[src/rtl/hl_pkg.sv]
package hl_pkg;
    localparam int TW = 16;
    localparam int DW = 32;

    localparam logic [7:0] OFS_SYNC  = 8'h10;
    localparam logic [7:0] OFS_BACK  = 8'h14;
    localparam logic [7:0] OFS_LEFT  = 8'h18;
    localparam logic [7:0] OFS_IMG   = 8'h60;
    localparam logic [7:0] OFS_FRONT = 8'h64;
    localparam logic [7:0] OFS_TOTAL = 8'h68;

    typedef enum logic [2:0] {
        MD_FRONT, MD_SYNC, MD_BACK, MD_LEFT, MD_IMAGE, MD_RIGHT
    } mode_t;

    typedef struct packed {
        logic [TW-1:0] sync_at;
        logic [TW-1:0] back_at;
        logic [TW-1:0] left_at;
        logic [TW-1:0] img_on;
        logic [TW-1:0] img_off;
        logic [TW-1:0] front_at;
        logic [TW-1:0] total;
    } thr_t;

    typedef struct packed {
        logic back;
        logic sync;
        logic img_off;
        logic img_on;
        logic left;
        logic front;
    } evt_t;

    // Clocks spent in back porch: left border minus back porch, floored at zero.
    function automatic logic [TW+1:0] back_len(thr_t t);
        if (t.left_at >= t.back_at)
            return {2'b00, t.left_at} - {2'b00, t.back_at};
        return '0;
    endfunction

    // Clocks from the front-porch edge to the next sync edge, across the wrap.
    function automatic logic [TW+1:0] front_len(thr_t t);
        return {2'b00, t.total} + (TW+2)'(1) - {2'b00, t.front_at} + {2'b00, t.sync_at};
    endfunction
endpackage

[src/rtl/hl_regs.sv]
module hl_regs
    import hl_pkg::*;
#(
    parameter int AW = 8
) (
    input  logic          clk,
    input  logic          rst,
    input  logic          wr_en,
    input  logic [AW-1:0] wr_addr,
    input  logic [DW-1:0] wr_data,
    input  logic          line_end,
    output thr_t          work
);
    thr_t host;

    always_ff @(posedge clk) begin
        if (rst) begin
            host <= '0;
            work <= '0;
        end else begin
            if (wr_en) begin
                case (wr_addr)
                    AW'(OFS_SYNC):  host.sync_at  <= wr_data[TW-1:0];
                    AW'(OFS_BACK):  host.back_at  <= wr_data[TW-1:0];
                    AW'(OFS_LEFT):  host.left_at  <= wr_data[TW-1:0];
                    AW'(OFS_FRONT): host.front_at <= wr_data[TW-1:0];
                    AW'(OFS_TOTAL): host.total    <= wr_data[TW-1:0];
                    AW'(OFS_IMG): begin
                        host.img_on  <= wr_data[TW-1:0];
                        host.img_off <= wr_data[2*TW-1:TW];
                    end
                    default: ;
                endcase
            end
            if (line_end)
                work <= host;
        end
    end


    shadow_hold_chk: assert property (@(posedge clk) disable iff (rst)
        !line_end |=> $stable(work));
endmodule

[src/rtl/hl_match.sv]
module hl_match
    import hl_pkg::*;
#(
    parameter int CW = 12
) (
    input  logic [CW-1:0] hcnt,
    input  thr_t          work,
    output evt_t          ev
);
    logic [TW-1:0] pos;
    assign pos = TW'(hcnt);

    always_comb begin
        ev.back    = (pos == work.back_at);
        ev.sync    = (pos == work.sync_at);
        ev.img_off = (pos == work.img_off);
        ev.img_on  = (pos == work.img_on);
        ev.left    = (pos == work.left_at);
        ev.front   = (pos == work.front_at);
    end
endmodule

[src/rtl/hl_mode.sv]
module hl_mode
    import hl_pkg::*;
(
    input  logic  clk,
    input  logic  rst,
    input  evt_t  ev,
    output mode_t mode
);
    mode_t nxt;
    logic  pend, pend_n, hold;

    always_comb begin
        nxt    = mode;
        pend_n = pend;
        hold   = (mode == MD_SYNC) || (mode == MD_FRONT);
        if (ev.back) begin
            nxt    = (pend || ev.left) ? MD_LEFT : MD_BACK;
            pend_n = 1'b0;
        end else begin
            if (ev.left && hold)
                pend_n = 1'b1;
            if (mode != MD_SYNC) begin
                if (ev.sync)                          nxt = MD_SYNC;
                else if (ev.img_off)                  nxt = MD_RIGHT;
                else if (ev.img_on)                   nxt = MD_IMAGE;
                else if (ev.left && mode == MD_BACK)  nxt = MD_LEFT;
                else if (ev.front)                    nxt = MD_FRONT;
            end
        end
    end

    always_ff @(posedge clk) begin
        if (rst) begin
            mode <= MD_FRONT;
            pend <= 1'b0;
        end else begin
            mode <= nxt;
            pend <= pend_n;
        end
    end


    sync_exit_chk: assert property (@(posedge clk) disable iff (rst)
        (mode == MD_SYNC && !ev.back) |=> mode == MD_SYNC);

    back_first_chk: assert property (@(posedge clk) disable iff (rst)
        ev.back |=> (mode == MD_BACK || mode == MD_LEFT));

    pend_take_chk: assert property (@(posedge clk) disable iff (rst)
        (pend && ev.back) |=> mode == MD_LEFT);

    off_over_on_chk: assert property (@(posedge clk) disable iff (rst)
        (ev.img_off && !ev.back && !ev.sync && mode != MD_SYNC) |=> mode == MD_RIGHT);
endmodule

[src/rtl/hline_seq.sv]
module hline_seq
    import hl_pkg::*;
#(
    parameter int CW        = 12,
    parameter int AW        = 8,
    parameter int MIN_BACK  = 16,
    parameter int MIN_FRONT = 68
) (
    input  logic          clk,
    input  logic          rst,
    input  logic          wr_en,
    input  logic [AW-1:0] wr_addr,
    input  logic [31:0]   wr_data,
    output logic          hsync,
    output logic          pix_req,
    output logic          border_sel,
    output logic          blank,
    output logic          porch_err
);
    localparam logic [TW+1:0] BACK_MIN  = (TW+2)'(MIN_BACK);
    localparam logic [TW+1:0] FRONT_MIN = (TW+2)'(MIN_FRONT);

    logic [CW-1:0] hcnt;
    logic          line_end;
    logic          too_short;
    thr_t          work;
    evt_t          ev;
    mode_t         mode;

    assign line_end  = (TW'(hcnt) == work.total);
    assign too_short = (back_len(work) < BACK_MIN) || (front_len(work) < FRONT_MIN);

    hl_regs #(.AW(AW)) regs_i (
        .clk      (clk),
        .rst      (rst),
        .wr_en    (wr_en),
        .wr_addr  (wr_addr),
        .wr_data  (wr_data),
        .line_end (line_end),
        .work     (work)
    );

    hl_match #(.CW(CW)) match_i (
        .hcnt (hcnt),
        .work (work),
        .ev   (ev)
    );

    hl_mode mode_i (
        .clk  (clk),
        .rst  (rst),
        .ev   (ev),
        .mode (mode)
    );

    always_ff @(posedge clk) begin
        if (rst)           hcnt <= '0;
        else if (line_end) hcnt <= '0;
        else               hcnt <= hcnt + CW'(1);
    end

    always_ff @(posedge clk) begin
        if (rst)                             porch_err <= 1'b0;
        else if (wr_en)                      porch_err <= 1'b0;
        else if (hcnt == '0 && too_short)    porch_err <= 1'b1;
    end

    assign hsync      = (mode == MD_SYNC);
    assign pix_req    = (mode == MD_IMAGE);
    assign border_sel = (mode == MD_LEFT) || (mode == MD_RIGHT);
    assign blank      = (mode == MD_SYNC) || (mode == MD_BACK) || (mode == MD_FRONT);


    wrap_chk: assert property (@(posedge clk) disable iff (rst)
        line_end |=> hcnt == '0);

    step_chk: assert property (@(posedge clk) disable iff (rst)
        !line_end |=> hcnt == $past(hcnt) + CW'(1));

    err_clear_chk: assert property (@(posedge clk) disable iff (rst)
        wr_en |=> !porch_err);
endmodule

[config.mk]
export PLATFORM = sky130hd
export DESIGN_NAME = hline_seq
export DESIGN_NICKNAME = d
export VERILOG_FILES = /design/src/rtl/hl_pkg.sv /design/src/rtl/hl_regs.sv /design/src/rtl/hl_match.sv /design/src/rtl/hl_mode.sv /design/src/rtl/hline_seq.sv
export SDC_FILE = /design/constraint.sdc
export NUM_CORES = 1
export LEC_CHECK = 0
export ABC_AREA = 1
export BUFFER_PORTS_ARGS = -buffer_cell sky130_fd_sc_hd__buf_2
export CELL_PAD_IN_SITES_DETAIL_PLACEMENT = 0
export CELL_PAD_IN_SITES_GLOBAL_PLACEMENT = 1
export CORE_MARGIN = 5
export CORE_UTILIZATION = 40
export DETAILED_ROUTE_END_ITERATION = 10
export PLACE_DENSITY_LB_ADDON = 0.05
export REMOVE_ABC_BUFFERS = 1
export SLEW_MARGIN = 20
export SYNTH_ARGS = -nofsm -noshare
export SYNTH_HDL_FRONTEND = slang
export SYNTH_SLANG_ARGS = --single-unit
[constraint.sdc]
create_clock -name clk -period 6.5 [get_ports clk]
set_clock_uncertainty 0.2 [all_clocks]
set_input_delay 0.65 -clock clk [delete_from_list [all_inputs] [get_ports clk]]
set_output_delay 0.65 -clock clk [all_outputs]
set_load 0.01 [all_outputs]
== Word-level counts from Yosys, hierarchy flattened ==
Index checks and enable logic that the tools add are counted.

* Flip-flop bits (word level): 241
* Latch bits: 0
* RAM bits: 0
* Bits in read-only memories: 0
* Output and inout port bits: 5
* Memories: 0

* $add $sub $neg: 5
* $mul: 0
* Div/mod/pow operators: 0
* Order comparisons: 3
* Equality and inequality tests: 19
* Shift-type cells: 0
* Mux-type cells: 11
* Bitwise logic cells: 0
* Reduce and logical (&&, ||, !) cells: 23

{| class="wikitable"
|+ Operator list
! operator !! number
|-
| == test 12 x 16 -> 1 bit || 7
|-
| 2-to-1 mux 18 bit || 2
|-
| == test 8 x 5 -> 1 bit, second input constant || 3
|-
| == test 8 x 7 -> 1 bit, second input constant || 3
|-
| 2-to-1 mux 3 bit || 7
|-
| adder 18 x 16 -> 18 bit || 1
|-
| less-than comparator 18 x 5 -> 1 bit, second input constant || 1
|-
| less-than comparator 18 x 7 -> 1 bit, second input constant || 1
|-
| subtractor 17 x 16 -> 18 bit || 1
|-
| adder 16 x 1 -> 17 bit, second input constant || 1
|-
| subtractor 16 x 16 -> 17 bit || 1
|-
| greater-or-equal comparator 16 bit || 1
|-
| AND reduction 2 bit || 7
|-
| adder 12 x 1 -> 12 bit, second input constant || 1
|-
| logical NOT 12 bit || 1
|-
| == test 3 x 2 -> 1 bit, second input constant || 2
|-
| == test 3 bit, second input constant || 2
|-
| logical OR 1 bit || 6
|-
| nonzero test 6 bit || 1
|-
| OR reduction 2 bit || 3
|-
| == test 3 x 1 -> 1 bit, second input constant || 1
|-
| logical AND 1 bit || 3
|-
| logical NOT 3 bit || 1
|-
| inequality test 3 x 1 -> 1 bit, second input constant || 1
|-
| other kinds (2) || 3
|}

== Logic depth before layout (Yosys ltp) ==
* Depth in word-level cells: 8
* Depth in mapped cells: 21
* Depth with buffers taken out: 21

== Cells and area by module ==
From an unflattened synthesis, not the netlist that was laid out.

* Cells, all modules: 2107
* Area total of the unflattened synthesis: 13586.8 µm²

{| class="wikitable"
|+ Modules (own cells, without submodules)
! module !! times used !! cells an instance !! area each (µm²) !! seq. area each (µm²)
|-
| hl_regs || 1 || 1159 || 8500.7 || 4484.3
|-
| hline_seq || 1 || 662 || 3617.2 || 260.2
|-
| hl_match || 1 || 243 || 1203.7 || 0.0
|-
| hl_mode || 1 || 43 || 265.3 || 80.1
|}

== Worst setup path before layout ==
No wires, ideal clock.

* Kind: register to register
* Start point: reg regs_i.work[5] (netlist name)
* End point: reg porch_err
* Library setup time: 70 ps
* Arrival: 2335 ps
* Required time: 6230 ps
* Slack: 3895 ps
* Stages on the path, launching flop included: 20
* Buffers on the path: 0
* Clock period less this slack: 2605 ps
* Cells stage by stage: dfxtp_1 inv_1 fa_1 inv_1 ha_1 nand2_1 inv_1 a21oi_1 nand2_1 nand2_1 nand2_1 nand2_1 nand2_1 nor2_1 nand2_1 nor2_1 nand2_1 nand2_1 nand2_1 a21oi_1

* Cells in the longest elaborated chain, start to end: 6

{| class="wikitable"
|+ RTL lines
! item !! line !! RTL
|-
| adder 16 x 1 -> 17 bit || hl_pkg.sv:44 || <nowiki>return {2'b00, t.total} + (TW+2)'(1) - {2'b00, t.front_at} + {2'b00, t.sync_at};</nowiki>
|-
| subtractor 17 x 16 -> 18 bit || hl_pkg.sv:44 ||
|-
| adder 18 x 16 -> 18 bit || hl_pkg.sv:44 ||
|-
| less-than comparator 18 x 7 -> 1 bit || hline_seq.sv:31 || <nowiki>assign too_short = (back_len(work) < BACK_MIN) || (front_len(work) < FRONT_MIN);</nowiki>
|-
| logical OR 1 bit || hline_seq.sv:31 ||
|-
| logical AND 1 bit || hline_seq.sv:65 || <nowiki>else if (hcnt == '0 && too_short) porch_err <= 1'b1;</nowiki>
|-
| end signal: assignment || hline_seq.sv:63 || <nowiki>if (rst) porch_err <= 1'b0;</nowiki>
|-
| end signal: assignment || hline_seq.sv:64 || <nowiki>else if (wr_en) porch_err <= 1'b0;</nowiki>
|-
| end signal: assignment || hline_seq.sv:65 ||
|-
| end: declaration || hline_seq.sv:18 || <nowiki>output logic porch_err</nowiki>
|}

Every way passes these cells.
A chain may end at the register's enable or synchronous reset.

== Final worst setup path ==
* Start point: reg hcnt[7]
* End point: reg regs_i.work[12] (netlist name)

* Cells in the longest elaborated chain, start to end: 1

{| class="wikitable"
|+ RTL lines
! item !! line !! RTL
|-
| start: declaration || hline_seq.sv:23 || <nowiki>logic [CW-1:0] hcnt;</nowiki>
|-
| start signal: assignment || hline_seq.sv:59 || <nowiki>else hcnt <= hcnt + CW'(1);</nowiki>
|-
| == test 12 x 16 -> 1 bit || hline_seq.sv:30 || <nowiki>assign line_end = (TW'(hcnt) == work.total);</nowiki>
|}

Every way passes these cells.

==> reports/qor.txt <==
DETAILED ROUTING
--------------------------------------------------------------------------------------
First-iteration detailed-routing DRC count                                         696
Mean routed wirelength per cell                                               16.97 um
Vias post-DR                                                                     11169
Aggregate routed wire length                                                  37920 um
Antenna-violating nets left                                                          0
Router iterations before antenna repair                                              7
Residual DRC                                                                         0
Ratio of routed vias to standard cells                                           4.997

CLOCKING
--------------------------------------------------------------------------------------
Register clock-pin slew on the reported worst setup and hold paths             0.06 ns
Post-cts repair resize count                                                         0
TritonCTS clock tree                                                              done
Count of hold-fix buffers inserted at cts                                            0
Insertion delay of the later-clocked pin in the worst-skew pair                0.54 ns
Buffer levels on the longest clock path                                              3
Number of clock buffers inserted by TritonCTS                                       28
Clk Tree Root Cell                                                        sky130_fd_sc_hd__clkbuf_16
CTS H-tree lvls                                                                      1
CTS sink cnt                                                                       241
Setup bufs post-CTS                                                                  0

TIMING
--------------------------------------------------------------------------------------
Final Max Tran Viols                                                                 0
F_max                                                                        274.0 MHz
Worst Tran Pin Value                                                         0.9037 ns
Setup repair after global routing missed its margin                              false
Final setup violation count                                                          0
Crit path time final                                                          3.649 ns
Worst relative slew slack                                                       39.61%
Final hold vios                                                                      0
Total negative setup slack                                                        0 ns
Period utilisation layout                                                       56.14%

FINAL LAYOUT
--------------------------------------------------------------------------------------
Area overhead of the layout relative to synthesis                               10.21%
Antenna diodes                                                                       0
Most frequent standard cell in the layout excluding fill and tap cells    sky130_fd_sc_hd__nor2_1
Share of post-route cells with drive strength above 1                           5.927%
Highest-count cells in the layout ignoring fill and taps                  sky130_fd_sc_hd__nor2_1 (376), sky130_fd_sc_hd__nand2_1 (310), sky130_fd_sc_hd__dfxtp_1 (241), sky130_fd_sc_hd__inv_1 (219), sky130_fd_sc_hd__o21ai_0 (192)
Count of nets after finishing                                                     1912

PLACED DESIGN
--------------------------------------------------------------------------------------
Detailed placer's ending HPWL                                                 27380 um
Port-buffer cells                                                                   47
Final RePlAce weighted congestion                                               0.8811

FLOORPLAN
--------------------------------------------------------------------------------------
Die outline height                                                            186.2 um
Full die area                                                               34660 um^2
Core Footprint                                                              30590 um^2
Number of core rows                                                                 64
Boundary Pins                                                                       48
Die width                                                                     186.2 um
Starting Density                                                                40.58%

SYNTH
--------------------------------------------------------------------------------------
Average footprint of a synthesized cell                                     6.843 um^2
Cell type with the largest total area after synthesis                     sky130_fd_sc_hd__dfxtp_1
Sequential fraction of the synthesis area                                       38.87%
Number of distinct standard cells referenced by the synthesized netlist             35
Gate count of the mapped netlist                                                  1814
Main area contributors after synthesis                                    sky130_fd_sc_hd__dfxtp_1 (39%), sky130_fd_sc_hd__nor2_1 (11%), sky130_fd_sc_hd__nand2_1 (9.4%)
Total of warnings raised by yosys                                                    0
Proportion of netlist area held by the largest area contributor                 38.87%
Area of the mapped netlist                                                  12410 um^2
Register bit total from synthesis                                                  241

CRITICAL PATH
--------------------------------------------------------------------------------------
Category of the worst setup path capture point                                register
Max stage delay cell, worst path                                          sky130_fd_sc_hd__inv_2
First element of the critical path                                        hcnt[7]$_SDFF_PP0_
Critical Path Start Type                                                      register
Most frequent cell on the critical path                                   sky130_fd_sc_hd__nand2_1
Bufs and invs on worst path                                                          2
CP max stage delay                                                             0.83 ns
Arrival time at the worst endpoint                                             3.92 ns
Setup CP Type                                                               reg -> reg
Maximum fanout along the worst path                                                117
Reg-to-reg startpoint                                                     hcnt[7]$_SDFF_PP0_
Cell Chain, Critical Path                                                 inv_1 -> nand2_1 -> nand4_1 -> nor4_1 -> nand2_8 -> inv_2 -> nand2_1 -> a21oi_1
Required time of the critical path                                             6.77 ns
Largest delay share family, worst path                                    simple AND/OR/NAND/NOR gates

GLOBAL ROUTE
--------------------------------------------------------------------------------------
GRT Total Usage                                                                 22.18%
M1 GR Usage                                                                     34.40%
Number of antenna violations at the first check in global routing                    1
Top Usage Layer GRT                                                               met1
Wire length of the first global-routing pass                                  60930 um
Via count of the first global-routing pass                                       10678
Met3 track demand over resource in global routing                               2.587%
Maximum number of pins on one net before global-route repair                       118
Gr ovfl total                                                                        0
GR met2 Demand/Resource                                                         33.36%

MIN PATH
--------------------------------------------------------------------------------------
Path category of the worst min-delay check                                   in -> reg
Worst Hold Launch                                                          wr_data[23]

RUN STATUS
--------------------------------------------------------------------------------------
Outcome                                                                   finished clean

RUN
--------------------------------------------------------------------------------------
Max-cap violations                                                                   0

## flip-flops by register name, indices dropped and copies added, names as in the netlist
register / flops
regs_i.host: 112
mode_i.pend: 1
hcnt: 12
porch_err: 1
mode_i.mode: 3
regs_i.work: 112
## synth_stat cells
| library cell | number |
|---|---|
| sky130_fd_sc_hd__nor2_1 | 376 |
| sky130_fd_sc_hd__nand2_1 | 310 |
| sky130_fd_sc_hd__dfxtp_1 | 241 |
| sky130_fd_sc_hd__inv_1 | 220 |
| sky130_fd_sc_hd__o21ai_0 | 192 |
| sky130_fd_sc_hd__a21oi_1 | 113 |
| sky130_fd_sc_hd__nand3_1 | 57 |
| sky130_fd_sc_hd__clkbuf_1 | 40 |
| sky130_fd_sc_hd__o21ai_1 | 40 |
| sky130_fd_sc_hd__nand4_1 | 38 |
| sky130_fd_sc_hd__ha_1 | 35 |
| sky130_fd_sc_hd__xor2_1 | 27 |
| sky130_fd_sc_hd__nor3_1 | 24 |
| sky130_fd_sc_hd__buf_6 | 21 |
| sky130_fd_sc_hd__fa_1 | 14 |
| sky130_fd_sc_hd__xnor2_1 | 13 |
| sky130_fd_sc_hd__buf_4 | 12 |
| sky130_fd_sc_hd__nor4_1 | 5 |
| sky130_fd_sc_hd__buf_2 | 4 |
| sky130_fd_sc_hd__inv_2 | 4 |
| sky130_fd_sc_hd__nand3b_1 | 4 |
| sky130_fd_sc_hd__a21o_1 | 3 |
| sky130_fd_sc_hd__o21a_1 | 3 |
| sky130_fd_sc_hd__and2_1 | 2 |
| sky130_fd_sc_hd__and3_1 | 2 |
| sky130_fd_sc_hd__nand2_2 | 2 |
| sky130_fd_sc_hd__nor3_2 | 2 |
| sky130_fd_sc_hd__o21bai_1 | 2 |
| sky130_fd_sc_hd__or2_2 | 2 |
| sky130_fd_sc_hd__a211oi_1 | 1 |
| sky130_fd_sc_hd__clkinv_1 | 1 |
| sky130_fd_sc_hd__clkinv_4 | 1 |
| sky130_fd_sc_hd__inv_4 | 1 |
| sky130_fd_sc_hd__nor3b_1 | 1 |
| sky130_fd_sc_hd__nor4_2 | 1 |
## layer usage
layer	vias to the layer above	share of wire, %
met5	-	0
met4	0	1.8
met3	47	5.3
met2	250	41
met1	5097	52
li1	5775	-
## final timing paths
path                                  end  slack [ns]  cells after the start
max reg2reg  regs_i.work[12]$_SDFFE_PP0P_        2.85                      8
max          regs_i.work[12]$_SDFFE_PP0P_        2.85                      8
min          regs_i.host[39]$_SDFFE_PP0P_        0.16                      3
min reg2reg  regs_i.work[13]$_SDFFE_PP0P_        0.26                      2
## cell families (layout without fill, tap and decap cells)
group           Yosys count  in the layout  share of synthesized area (%)
xor+xnor                 40             40                          2.822
flops                   241            241                          38.87
compound gates          354            354                          14.45
simple gates            826            826                          27.14
buf+inv                 304            329                          10.93
fa+ha+maj                49             49                          5.786
## worst register-to-register path, delay by kind of cell (launching register included)
kind	cells	cell delay [ns]
AOI/OAI and AO/OA	1	0.15
DFF	1	0.57
and+or+nand+nor	5	1.52
buffers and inverters	2	1.14
## stage by stage
step	hold slack, ns	cells	setup WS, ns	util (%)	area [um^2]
3_5_place_dp	0.2472	2186	2.906	41.55	12710
3_3_place_gp	0.2414	2186	2.999	41.55	12710
2_1_floorplan	0.2321	1737	2.238	-	11920
4_1_cts	0.1452	2235	2.869	44.72	13680
5_1_grt	0.1614	2235	2.471	44.72	13680
6_report	0.1625	2235	2.851	44.72	13680
## area by class of cell
cell class                 count  area [um^2]
inverter                     227        862.1
timing repair buffer          53        280.3
multi-input combinational   1269         6246
clock inverter                 7        137.6
clock buffer                  42        834.6
fill                        3302        16910
tap                          396        495.5
sequential                   241         4825
Power is left out: the tool's default activity adds up to more than one toggle a clock period on the data nets, which glitch-free logic cannot reach.
